<file path="src/rtl/vtg_pkg.sv">
package vtg_pkg;
  localparam int WORD_W    = 32;
  localparam int ADDR_W    = 2;
  localparam int NUM_WORDS = 3;
  localparam int IDX_H     = 0;
  localparam int IDX_V     = 1;
  localparam int IDX_X     = 2;

  localparam int H_ACT_W = 11;
  localparam int H_FP_W  = 15;
  localparam int H_SW_W  = 12;
  localparam int H_BP_W  = 12;
  localparam int V_ACT_W = 11;
  localparam int V_FP_W  = 8;
  localparam int V_SW_W  = 3;
  localparam int V_BP_W  = 9;

  localparam int H_MAX = (2**H_ACT_W - 1) + (2**H_FP_W - 1) + (2**H_SW_W - 1) + (2**H_BP_W - 1);
  localparam int V_MAX = (2**V_ACT_W - 1) + (2**V_FP_W - 1) + (2**V_SW_W - 1) + (2**V_BP_W - 1);
  localparam int H_CNT_W = $clog2(H_MAX + 1);
  localparam int V_CNT_W = $clog2(V_MAX + 1);

  typedef struct packed {
    logic              pol;
    logic [H_FP_W-1:0]  fp;
    logic [H_SW_W-1:0]  sw;
    logic [H_BP_W-1:0]  bp;
    logic [H_ACT_W-1:0] act;
  } h_cfg_t;

  typedef struct packed {
    logic              pol;
    logic [V_FP_W-1:0]  fp;
    logic [V_SW_W-1:0]  sw;
    logic [V_BP_W-1:0]  bp;
    logic [V_ACT_W-1:0] act;
  } v_cfg_t;

  function automatic h_cfg_t decode_h(input logic [WORD_W-1:0] hw, input logic [15:0] xw);
    h_cfg_t d;
    d.pol = hw[31];
    d.fp  = {xw[15:8], hw[30:24]};
    d.sw  = {xw[7:4], hw[23:16]};
    d.bp  = {xw[3:0], hw[15:8]};
    d.act = {hw[7:0], 3'b000};
    return d;
  endfunction

  function automatic v_cfg_t decode_v(input logic [WORD_W-1:0] vw);
    v_cfg_t d;
    d.pol = vw[31];
    d.fp  = vw[30:23];
    d.sw  = vw[22:20];
    d.bp  = vw[19:11];
    d.act = vw[10:0];
    return d;
  endfunction
endpackage

</file>
<file path="src/rtl/vtg_regs.sv">
module vtg_regs
  import vtg_pkg::*;
#(
  parameter logic [NUM_WORDS*WORD_W-1:0] RST_VAL = '0
) (
  input  logic                               clk_i,
  input  logic                               rst_ni,
  input  logic                               wr_en_i,
  input  logic [ADDR_W-1:0]                  wr_addr_i,
  input  logic [WORD_W-1:0]                  wr_data_i,
  input  logic                               load_i,
  output logic [NUM_WORDS-1:0][WORD_W-1:0]   words_o
);
  logic [NUM_WORDS-1:0][WORD_W-1:0] stage_q;
  logic [NUM_WORDS-1:0][WORD_W-1:0] work_q;

  for (genvar g = 0; g < NUM_WORDS; g++) begin : g_word
    always_ff @(posedge clk_i or negedge rst_ni) begin
      if (!rst_ni) begin
        stage_q[g] <= RST_VAL[g*WORD_W +: WORD_W];
        work_q[g]  <= RST_VAL[g*WORD_W +: WORD_W];
      end else begin
        if (wr_en_i && (wr_addr_i == ADDR_W'(g))) stage_q[g] <= wr_data_i;
        // working copy takes the pre-edge staging value; same-edge writes wait a frame
        if (load_i) work_q[g] <= stage_q[g];
      end
    end
  end

  assign words_o = work_q;
endmodule

</file>
<file path="src/rtl/vtg_axis.sv">
module vtg_axis #(
  parameter int CNT_W = 16,
  parameter int ACT_W = 11,
  parameter int FP_W  = 15,
  parameter int SW_W  = 12,
  parameter int BP_W  = 12
) (
  input  logic             clk_i,
  input  logic             rst_ni,
  input  logic             adv_i,
  input  logic             pol_i,
  input  logic [ACT_W-1:0] act_i,
  input  logic [FP_W-1:0]  fp_i,
  input  logic [SW_W-1:0]  sw_i,
  input  logic [BP_W-1:0]  bp_i,
  output logic [CNT_W-1:0] cnt_o,
  output logic             last_o,
  output logic             vis_o,
  output logic             sync_o
);
  localparam int SUM_W = CNT_W + 1;

  logic [CNT_W-1:0] cnt_q;
  logic [SUM_W-1:0] vis_end, fp_end, sw_end, tot, nxt, cur;
  logic             in_sync;

  always_comb begin
    vis_end = SUM_W'(act_i);
    fp_end  = vis_end + SUM_W'(fp_i);
    sw_end  = fp_end + SUM_W'(sw_i);
    tot     = sw_end + SUM_W'(bp_i);
    cur     = SUM_W'(cnt_q);
    nxt     = cur + SUM_W'(1);
    last_o  = nxt >= tot;
    vis_o   = cur < vis_end;
    in_sync = (cur >= fp_end) && (cur < sw_end);
    sync_o  = in_sync ? pol_i : ~pol_i;
  end

  always_ff @(posedge clk_i or negedge rst_ni) begin
    if (!rst_ni)     cnt_q <= '0;
    else if (adv_i)  cnt_q <= last_o ? '0 : cnt_q + CNT_W'(1);
  end

  assign cnt_o = cnt_q;
endmodule

</file>
<file path="src/rtl/vid_timing_gen.sv">
module vid_timing_gen
  import vtg_pkg::*;
#(
  parameter logic [WORD_W-1:0] H_RST_WORD = 32'h8203_0402,
  parameter logic [WORD_W-1:0] V_RST_WORD = 32'h00A0_1804,
  parameter logic [WORD_W-1:0] X_RST_WORD = 32'h0000_0000
) (
  input  logic               clk_i,
  input  logic               rst_ni,
  input  logic               pix_en_i,
  input  logic               wr_en_i,
  input  logic [ADDR_W-1:0]  wr_addr_i,
  input  logic [WORD_W-1:0]  wr_data_i,
  output logic               hsync_o,
  output logic               vsync_o,
  output logic               de_o,
  output logic [H_CNT_W-1:0] col_o,
  output logic [V_CNT_W-1:0] line_o
);
  localparam logic [NUM_WORDS*WORD_W-1:0] RST_VAL = {X_RST_WORD, V_RST_WORD, H_RST_WORD};

  logic [NUM_WORDS-1:0][WORD_W-1:0] words;
  h_cfg_t h_cfg;
  v_cfg_t v_cfg;
  logic   h_last, v_last, h_vis, v_vis, frame_end, v_adv;
  logic   unused_xhi;

  assign h_cfg      = decode_h(words[IDX_H], words[IDX_X][15:0]);
  assign v_cfg      = decode_v(words[IDX_V]);
  assign unused_xhi = ^words[IDX_X][WORD_W-1:16];

  assign v_adv     = pix_en_i & h_last;
  assign frame_end = v_adv & v_last;

  vtg_regs #(.RST_VAL(RST_VAL)) u_regs (
    .clk_i, .rst_ni, .wr_en_i, .wr_addr_i, .wr_data_i,
    .load_i (frame_end),
    .words_o(words)
  );

  vtg_axis #(.CNT_W(H_CNT_W), .ACT_W(H_ACT_W), .FP_W(H_FP_W), .SW_W(H_SW_W), .BP_W(H_BP_W)) u_h (
    .clk_i, .rst_ni,
    .adv_i (pix_en_i),
    .pol_i (h_cfg.pol),
    .act_i (h_cfg.act),
    .fp_i  (h_cfg.fp),
    .sw_i  (h_cfg.sw),
    .bp_i  (h_cfg.bp),
    .cnt_o (col_o),
    .last_o(h_last),
    .vis_o (h_vis),
    .sync_o(hsync_o)
  );

  vtg_axis #(.CNT_W(V_CNT_W), .ACT_W(V_ACT_W), .FP_W(V_FP_W), .SW_W(V_SW_W), .BP_W(V_BP_W)) u_v (
    .clk_i, .rst_ni,
    .adv_i (v_adv),
    .pol_i (v_cfg.pol),
    .act_i (v_cfg.act),
    .fp_i  (v_cfg.fp),
    .sw_i  (v_cfg.sw),
    .bp_i  (v_cfg.bp),
    .cnt_o (line_o),
    .last_o(v_last),
    .vis_o (v_vis),
    .sync_o(vsync_o)
  );

  assign de_o = h_vis & v_vis;
endmodule

</file>
<file path="config.mk">
export PLATFORM = sky130hd
export DESIGN_NAME = vid_timing_gen
export DESIGN_NICKNAME = d
export VERILOG_FILES = /design/src/rtl/vtg_pkg.sv /design/src/rtl/vtg_regs.sv /design/src/rtl/vtg_axis.sv /design/src/rtl/vid_timing_gen.sv
export SDC_FILE = /design/constraint.sdc
export NUM_CORES = 1
export LEC_CHECK = 0
export ABC_AREA = 1
export ABC_CLOCK_PERIOD_IN_PS = 6000
export BUFFER_PORTS_ARGS = -buffer_cell sky130_fd_sc_hd__buf_2
export CORE_UTILIZATION = 45
export DETAILED_ROUTE_END_ITERATION = 10
export PLACE_DENSITY_LB_ADDON = 0.1
export SLEW_MARGIN = 5
export SYNTH_ARGS = -nofsm -noshare
export SYNTH_HDL_FRONTEND = slang
export SYNTH_SLANG_ARGS = --single-unit
export TNS_END_PERCENT = 10
</file>
<file path="constraint.sdc">
create_clock -name clk_i -period 6 [get_ports clk_i]
set_clock_uncertainty 0.15 [all_clocks]
set_input_delay 1.2 -clock clk_i [delete_from_list [all_inputs] [get_ports clk_i]]
set_output_delay 1.2 -clock clk_i [all_outputs]
set_load 0.01 [all_outputs]
</file>
==> results of run 1 <==
[state kept, by name, summed over array words and instances, names as in the netlist]
register        count
u_h.cnt_o          16
u_regs.stage_q     80
u_regs.words_o     80
u_v.cnt_o          12
[synthesized netlist by cell type (3+ instances only)]
master | instances | share of area, %
a211oi_1 | 5 | 0.29
a21o_1 | 6 | 0.35
a21oi_1 | 72 | 2.8
a31oi_1 | 6 | 0.29
buf_2 | 22 | 0.84
buf_6 | 5 | 0.43
clkbuf_1 | 20 | 0.58
dfrtp_1 | 166 | 32
dfstp_2 | 22 | 4.4
fa_1 | 6 | 0.92
ha_1 | 158 | 15
inv_1 | 196 | 5.6
nand2_1 | 462 | 13
nand2_2 | 14 | 0.67
nand3_1 | 126 | 4.8
nand3_2 | 9 | 0.69
nand3b_1 | 3 | 0.17
nand4_1 | 25 | 1.2
nor2_1 | 60 | 1.7
nor2_2 | 9 | 0.43
nor3_1 | 14 | 0.54
nor4_1 | 4 | 0.19
o211ai_1 | 3 | 0.17
o21a_1 | 4 | 0.23
o21ai_0 | 117 | 4.5
o21bai_1 | 8 | 0.46
o22ai_1 | 14 | 0.67
o31ai_1 | 4 | 0.23
xnor2_1 | 14 | 0.94
xor2_1 | 47 | 3.2
[routing by layer]
layer / part of all wire, % / GRT usage [%] / wire [um]
met5: 0 / 0 / 0
met4: 1.5 / 6.12 / 508
met1: 51 / 35.3 / 17700
met2: 44 / 37.5 / 15300
met3: 2.9 / 3.30 / 987
[kinds of logic (layout without fill, tap and decap cells)]
family                   Yosys count  count (layout)  share of synthesized area [%]
buffers and inverters            247             348                           7.62
AO/OA/AOI/OAI                    251             251                           10.7
other                              1               1                         0.0287
XOR/XNOR                          64              64                           4.56
AND/OR/NAND/NOR                  739             739                           24.7
flip-flops                       188             188                           36.3
adder cells (fa/ha/maj)          164             164                           16.1
[critical path, cell delays in order, from the launching register on]
cell       delay (ps)
dfrtp_1           370
ha_2              200
inv_2              50
fa_2              390
inv_2              90
a31oi_4           110
o21ai_4           180
a21oi_2            90
xor2_1            210
inv_2              90
ha_4              290
nand2_4            50
nor2_4            120
nand3_2            80
nand3_2           100
inv_2              50
nor2_4            100
nand2_1            50
nand2_1            80
nand2_2            80
ha_4              270
and3_4            170
nand4_1           160
a2111oi_4         260
nor2_2             80
nand2_2           130
xor2_2            190
buf_2             160
[what timing repair did]
item,4_1_cts,5_1_grt
gates resized for setup,36,41
endpoints found under the setup margin,1,94
buffers inserted,10,14
cloned,0,3
pin swaps,21,32
[cell usage in the layout (no fill, tap or decap), types with 7 or more instances in the layout]
cell type	n
o22ai_1	14
dfstp_2	22
inv_2	8
ha_1	146
inv_1	190
nor2_1	56
nand3_2	12
clkbuf_16	19
buf_12	8
xor2_1	43
o21ai_0	113
nor2_2	10
a21oi_1	68
nand3_1	122
xnor2_1	12
buf_2	67
nor3_1	13
ha_4	10
buf_4	37
nand2_2	20
nand4_1	25
o21bai_1	7
nand2_1	454
dfrtp_1	166
[area by class of cell]
class | instances | share of cell area, %
repair buffers | 116 | 5.64
clock inverters | 14 | 0.953
repair inverters | 1 | 0.0414
flip-flops and latches | 188 | 31.3
inverters | 199 | 5.00
well taps | 378 | 3.13
multi-input cells | 1219 | 51.1
clock buffers | 18 | 2.84
[stage by stage]
stage               hold WS, ps  setup WS, ps  instances
global route                348          -316       2133
floorplan                   295           691       1654
CTS                         325         0.224       2116
detailed placement          313         -29.7       2074
global placement            311          76.6       2074
finish                      316          7.53       2133
[worst max-delay path by stage]
stage | slack [ps] | cells after the start | startpoint | end
2_1_floorplan | 690 | 25 | u_regs.words_o[1] | hsync_o
3_3_place_gp | 80 | 26 | u_regs.words_o[1] | hsync_o
3_5_place_dp | -30 | 25 | u_regs.words_o[1] | hsync_o
4_1_cts | 0.2 | 27 | u_regs.words_o[0] | hsync_o
6_report | 8 | 27 | u_regs.words_o[27] | hsync_o
5_1_grt | -320 | 27 | u_regs.words_o[27] | hsync_o
==> summary.txt, run 1 <==
Outcome
  • Status: complete, no violations

Synth
  • EDFF count, synth: 0
  • Synth Register Bits: 188
  • Asr flop ratio synth: 100%
  • Netlist Area Pre-Place: 13000 sq um
  • Post-Synthesis Cells: 1654
  • Avg Cell Area, Syn: 7.89 sq um
  • Sequential area share after synthesis: 36.3%
  • Synth Net Count: 1856
  • Ys Warns: 0
  • Post-synthesis cell type count: 53
  • Primary FF master, synth: dfrtp_1

Final layout
  • Fin area: 15100 sq um
  • Final nets: 1944
  • FF+latch area: 4730 sq um
  • Fillers: 2707
  • Area of the multi-input gates: 7710 sq um
  • Final Util: 53.6%
  • Layout cells sized above 1: 15.9%
  • # diodes: 0
  • Area growth syn-to-layout: 15.8%

Min path
  • Hold path depth: 2
  • HP Class: flip-flop to flip-flop
  • Hold_sp: u_regs.words_o[55]
  • Hold Path Sink: u_regs.words_o[55]

Placed design
  • Port Buf Inserts: 68
  • Detail Placement HPWL: 26.3 mm
  • Placed Area: 13900 sq um
  • GP Congestion: 0.887

Clocking
  • Root Buffer: clkbuf_16
  • Skew-Pair Late Insertion Delay: 450 ps
  • H-tree depth: 4
  • Worst-case clock buffer depth: 2
  • Clk sinks: 188
  • Worst-path clk slew: 70 ps
  • CTS tree: yes
  • CTS Hold Bufs: 0
  • Num CTS Buffers: 17

STA
  • Final Cycle Share: 99.9%
  • Max Clk Rate: 167 MHz
  • Slew Limit Fails: 0
  • Worst-Margin Slew: 1060 ps
  • Final setup fails: 0
  • Slew HR: 29.1%
  • Fin crit period: 5990 ps
  • Unrepaired setup endpoints after global routing: yes
  • Fin Setup TNS: 0 ps
  • Fin. Hold Viols: 0

Routing
  • DRT iter0 DRCs: 737
  • Routed wire length: 34.6 mm
  • Final ANT Viol Nets: 0
  • Vias post-DR: 11000
  • Vias/cell: 5.15
  • First-pass detailed-route iteration total: 5
  • Drt wl/cell: 16.2 um
  • Drt drc: 0

Critical path
  • WP data required: 4650 ps
  • R2r worst-path depth: 32
  • Critical Path AT: 4640 ps
  • CP Class: flip-flop to output pin
  • R2R setup slack: 240 ps
  • Worst reg2reg startpoint: u_regs.words_o[3]
  • CP Launch Type: flip-flop
  • CP Capture Type: output pin
  • Worst Path Max Fanout: 2
  • Reg2reg end: u_regs.words_o[72]

Die
  • Ports: 69
  • Die Y: 172 um
  • FP Rows: 61
  • Full die area: 29700 sq um
  • Starting Density: 46.3%
  • Die X: 172 um
  • Core Region: 28200 sq um

Global route
  • Antenna violations before repair: 0
  • Vias in the first global route: 10400
  • Total GRT Usage: 24.2%
  • First-pass GRT wire length: 54.8 mm
  • Final global-route overflow total: 0
  • Largest net degree at the start of global routing: 112

Job
  • Max Cap Violations: 0
Power of run 1 is left out: the tool's default activity adds up to more than one toggle a clock period on the data nets, which glitch-free logic cannot reach.
==> run 2: changes to the inputs <==
- ABC_CLOCK_PERIOD_IN_PS: 6000 -> 7620
- clock period: 6 -> 7.62 ns (I/O delays scaled with it)
==> summary.txt, run 2 (synthesized netlist as in run 1, its figures left out) <==
Clocking
  • Num CTS Buffers: 17 (unchanged)
  • CTS tree: yes
  • H-tree depth: 4 (unchanged)
  • Worst-case clock buffer depth: 2 (unchanged)
  • Setup Buffers After CTS: 0 (-10)
  • Clk sinks: 188 (unchanged)
  • CTS Hold Bufs: 0 (unchanged)
  • Skew-Pair Late Insertion Delay: 450 ps (about the same)
  • Root Buffer: clkbuf_16
  • Post-CTS Resized: 0 (-100%)
  • Worst-path clk slew: 80 ps (about the same)

STA
  • Fin. Hold Viols: 0 (unchanged)
  • Fin crit period: 7060 ps
  • Final setup fails: 0 (unchanged)
  • Slew Limit Fails: 0 (unchanged)
  • Fin Setup TNS: 0 ps (unchanged)
  • Slew HR: 27.3% (-1.9 points)
  • Max Clk Rate: 142 MHz
  • Unrepaired setup endpoints after global routing: no
  • Final Cycle Share: 92.7%
  • Worst-Margin Slew: 1090 ps (+27.8 ps)

Final layout
  • Fillers: 2831 (+4.6%)
  • Layout cells sized above 1: 10.5% (-5.4 points)
  • Most common cell after layout, fill and taps aside: nand2_1
  • Final nets: 1900 (-2.3%)
  • Final Util: 50.7% (-2.9 points)
  • # diodes: 0 (unchanged)
  • Most frequent cells in the layout: 460 x nand2_1, 196 x inv_1, 166 x dfrtp_1, 158 x ha_1, 126 x nand3_1
  • Area growth syn-to-layout: 9.41%

Routing
  • DRT iter0 DRCs: 662 (-10%)
  • First-pass detailed-route iteration total: 7 (+2)
  • Routed wire length: 34.6 mm (+0.14%)
  • Drt drc: 0 (unchanged)
  • Vias post-DR: 11000 (-0.28%)
  • Drt wl/cell: 16.6 um (+2.3%)
  • Final ANT Viol Nets: 0 (unchanged)
  • Vias/cell: 5.25 (+1.9%)

Global route
  • Final global-route overflow total: 0 (unchanged)
  • Total GRT Usage: 24.6% (+0.45 points)
  • Antenna violations before repair: 0 (unchanged)
  • Met1 usage: 36.0% (+0.64 points)
  • Vias in the first global route: 10400 (+0.15%)
  • Met3 usage: 3.43% (+0.14 points)
  • First-pass GRT wire length: 55.6 mm (+1.6%)
  • GRT Max-Usage Layer: met2
  • Largest net degree at the start of global routing: 102 (-8.9%)
  • Met2 Track Usage GR: 38.2% (+0.75 points)

Die
  • Full die area: 29700 sq um (unchanged)
  • Die Y: 172 um (unchanged)
  • Ports: 69 (unchanged)
  • Starting Density: 46.3% (unchanged)
  • Core Region: 28200 sq um (unchanged)
  • Die X: 172 um (unchanged)
  • FP Rows: 61 (unchanged)

Placed design
  • Detail Placement HPWL: 26.6 mm (+1.2%)
  • GP Congestion: 0.895 (+0.89%)
  • Port Buf Inserts: 68 (unchanged)

Critical path
  • WP data required: 5950 ps (+1300 ps)
  • CP Class: flip-flop to output pin
  • Worst Path Max Fanout: 4 (+2)
  • Critical Path AT: 5390 ps (+750 ps)
  • CP Capture Type: output pin
  • CP Launch Type: flip-flop

Outcome
  • Status: complete, no violations

Job
  • Max Cap Violations: 0 (unchanged)

Min path
  • HP Class: flip-flop to flip-flop
[run 2: cell count changes in the layout (fill, tap and decap cells not counted), moves of 6 or more]
cell / delta
inv_2: -6
ha_1: +12
inv_1: +6
buf_12: -7
nand2_1: +6
buf_4: -34
ha_4: -10
[run 2: per-stage QoR]
stage | cell area (sq um) | worst slack [ps] | hold WS (ps) | std cells
floorplan | 13000 | 1990 | 295 | 1654
global placement | 13700 | 808 | 305 | 2057
detailed placement | 13700 | 661 | 306 | 2057
CTS | 14300 | 425 | 318 | 2088
global route | 14300 | 21.9 | 331 | 2088
finish | 14300 | 558 | 317 | 2088
[run 2: worst paths after layout]
check	start	end	depth (start not counted)	slack, ps
max	u_regs.words_o[0]	hsync_o	27	560
min	u_regs.words_o[43]	u_regs.words_o[43]	2	320
max reg2reg	u_regs.words_o[0]	u_regs.words_o[29]	30	870
min reg2reg	u_regs.words_o[43]	u_regs.words_o[43]	2	320
max in group asynchronous	rst_ni	u_regs.stage_q[45]	2	5140
min in group asynchronous	rst_ni	u_v.cnt_o[3]	1	990
[run 2: layout make-up]
cell class              count  area, sq um  area share, %
multi-input cells        1219         7340           51.4
flip-flops and latches    188         4730           33.1
inverters                 199          749           5.25
well taps                 378          473           3.31
clock buffers              17          425           2.98
repair buffers             73          403           2.82
clock inverters            14          149           1.04
[run 2: critical path, cell delays in order (launching register included)]
cell	delay, ps
dfrtp_1	370
ha_1	220
inv_1	80
fa_1	400
inv_1	90
a31oi_1	110
o21ai_1	240
a21oi_1	150
xor2_1	230
inv_1	90
ha_1	320
nand2_1	80
nor2_1	150
nand3_1	100
nand3_1	130
inv_1	80
nor2_2	120
nand2_1	60
nand2_1	70
nand2_2	90
ha_1	300
and3_1	190
a221oi_1	420
nand2_1	90
nor2_1	160
nand2_1	120
xor2_1	290
buf_2	190
[run 2: routing by layer]
layer / vias up / wire, um
met4: 0 / 511
met3: 25 / 1190
li1: 5551 / -
met2: 209 / 15400
met5: - / 0
met1: 5169 / 17500
Power of run 2 is left out for the same reason.
==> run 3: changes to the inputs <==
==> constraint.sdc (replaced) <==
create_clock -name clk_i -period 7.62 [get_ports clk_i]
set_clock_uncertainty 0.15 [all_clocks]
set_input_delay 0 -clock clk_i [delete_from_list [all_inputs] [get_ports clk_i]]
set_output_delay 0 -clock clk_i [all_outputs]
set_load 0.01 [all_outputs]
==> summary.txt, run 3 (synthesized netlist as in run 1, its figures left out) <==
Outcome
  • Status: complete, no violations

STA
  • Fin crit period: 6950 ps (-109 ps)
  • Max Clk Rate: 144 MHz (+1.6%)
  • Hold Slack: 69.8 ps (-247 ps)
  • Final setup fails: 0 (unchanged)
  • Fin Setup TNS: 0 ps (unchanged)
  • Slew Limit Fails: 0 (unchanged)
  • Fin. Hold Viols: 0 (unchanged)
  • Unrepaired setup endpoints after global routing: yes
  • Worst-Margin Slew: 1090 ps (+1.93 ps)
  • Slew HR: 27.1% (-0.13 points)
  • Final Cycle Share: 91.2% (-1.4 points)

Placed design
  • GP Congestion: 0.888 (-0.86%)
  • Placed Area: 13700 sq um (about the same)
  • Detail Placement HPWL: 26.5 mm (-0.32%)
  • Port Buf Inserts: 68 (unchanged)

Die
  • Ports: 69 (unchanged)
  • Full die area: 29700 sq um (unchanged)
  • Die X: 172 um (unchanged)
  • Starting Density: 46.3% (unchanged)
  • Core Region: 28200 sq um (unchanged)
  • Die Y: 172 um (unchanged)
  • FP Rows: 61 (unchanged)

Clocking
  • H-tree depth: 4 (unchanged)
  • Setup Buffers After CTS: 0 (unchanged)
  • Worst-case clock buffer depth: 2 (unchanged)
  • Root Buffer: clkbuf_16
  • Num CTS Buffers: 17 (unchanged)
  • Clk sinks: 188 (unchanged)
  • Skew-Pair Late Insertion Delay: 450 ps (about the same)
  • CTS tree: yes
  • Worst-path clk slew: 80 ps (about the same)
  • Post-CTS Resized: 0 (unchanged)

Final layout
  • # diodes: 0 (unchanged)
  • Area growth syn-to-layout: 12.2%
  • Layout cells sized above 1: 10.2% (-0.26 points)
  • Most frequent cells in the layout: 460 x nand2_1, 196 x inv_1, 166 x dfrtp_1, 158 x ha_1, 126 x nand3_1
  • Final nets: 1933 (+1.7%)
  • Fin area: 14600 sq um (+2.6%)
  • Most common cell after layout, fill and taps aside: nand2_1
  • Fillers: 2727 (-3.7%)

Critical path
  • Top cell by count, worst path: ha_1
  • Reg2reg end: u_regs.words_o[29]
  • R2r worst-path depth: 30 (unchanged)
  • R2R setup slack: 670 ps (-200 ps)
  • Max stage delay cell, worst path: buf_4
  • CP Class: flip-flop to flip-flop
  • Slowest cell delay on critical path: 590 ps (+170 ps)
  • Worst reg2reg startpoint: u_regs.words_o[0]
  • WP data required: 7850 ps (+1900 ps)
  • Critical Path AT: 7180 ps (+1790 ps)
  • CP Capture Type: flip-flop
  • Worst Path Max Fanout: 65 (+61)
  • CP Launch Type: flip-flop

Global route
  • Total GRT Usage: 25.1% (+0.42 points)
  • Largest net degree at the start of global routing: 116 (+14%)
  • Vias in the first global route: 10700 (+3.0%)
  • Antenna violations before repair: 0 (unchanged)
  • First-pass GRT wire length: 56.5 mm (+1.7%)
  • Final global-route overflow total: 0 (unchanged)

Routing
  • First-pass detailed-route iteration total: 5 (-2)
  • Vias post-DR: 11000 (+0.091%)
  • Routed wire length: 35.0 mm (+1.1%)
  • Drt wl/cell: 16.5 um (-0.55%)
  • Vias/cell: 5.17 (-1.5%)
  • Drt drc: 0 (unchanged)
  • Final ANT Viol Nets: 0 (unchanged)
  • DRT iter0 DRCs: 848 (+28%)

Min path
  • HP Class: primary input to async pin

Job
  • Max Cap Violations: 0 (unchanged)
[run 3: worst max-delay path: cells and delay by family (launching register included)]
kind	cells	cell delay, ps
and+or+nand+nor	13	2210
adders and majority gates	5	1620
buffers and inverters	5	1150
AOI/OAI and AO/OA	5	870
xor gates and xnor gates	2	430
DFF	1	370
[run 3: how the worst max path moves through the flow]
stage | start | to | slack (ps) | cells past startpoint
2_1_floorplan | u_regs.words_o[1] | u_regs.words_o[40] | 2360 | 30
4_1_cts | u_regs.words_o[0] | u_regs.words_o[29] | 640 | 30
6_report | u_regs.words_o[0] | u_regs.words_o[29] | 670 | 30
3_3_place_gp | u_regs.words_o[0] | u_regs.words_o[29] | 820 | 30
3_5_place_dp | u_regs.words_o[0] | u_regs.words_o[29] | 660 | 30
5_1_grt | u_regs.words_o[0] | u_regs.words_o[77] | -20 | 33
[run 3: per-layer routing]
metal  vias to the layer above  part of all wire [%]  GRT usage [%]
met2                       181                    44           39.4
met4                         0                   2.4           8.08
met3                        38                   3.6           3.82
met1                      5134                    50           35.2
li1                       5611                     -              -
met5                         -                     0              0
[run 3: area by class of cell]
cell class / count / area (sq um) / area share (%)
clock inverters: 14 / 191 / 1.31
well taps: 378 / 473 / 3.23
repair buffers: 106 / 732 / 5.00
inverters: 199 / 749 / 5.12
flip-flops and latches: 188 / 4730 / 32.3
multi-input cells: 1219 / 7330 / 50.1
clock buffers: 18 / 429 / 2.93
[run 3: through the flow]
stage,cells,utilization [%],setup WS (ps)
4_1_cts,2122,52.0,636
5_1_grt,2122,52.0,-23.8
2_1_floorplan,1654,-,2360
3_5_place_dp,2056,48.6,659
3_3_place_gp,2056,48.6,817
6_report,2122,52.0,667
[run 3: what timing repair did]
action,CTS,global route
hold endpoints to repair,199,0
setup endpoints to repair,0,2
hold buffers,34,0
Power of run 3 is left out for the same reason.
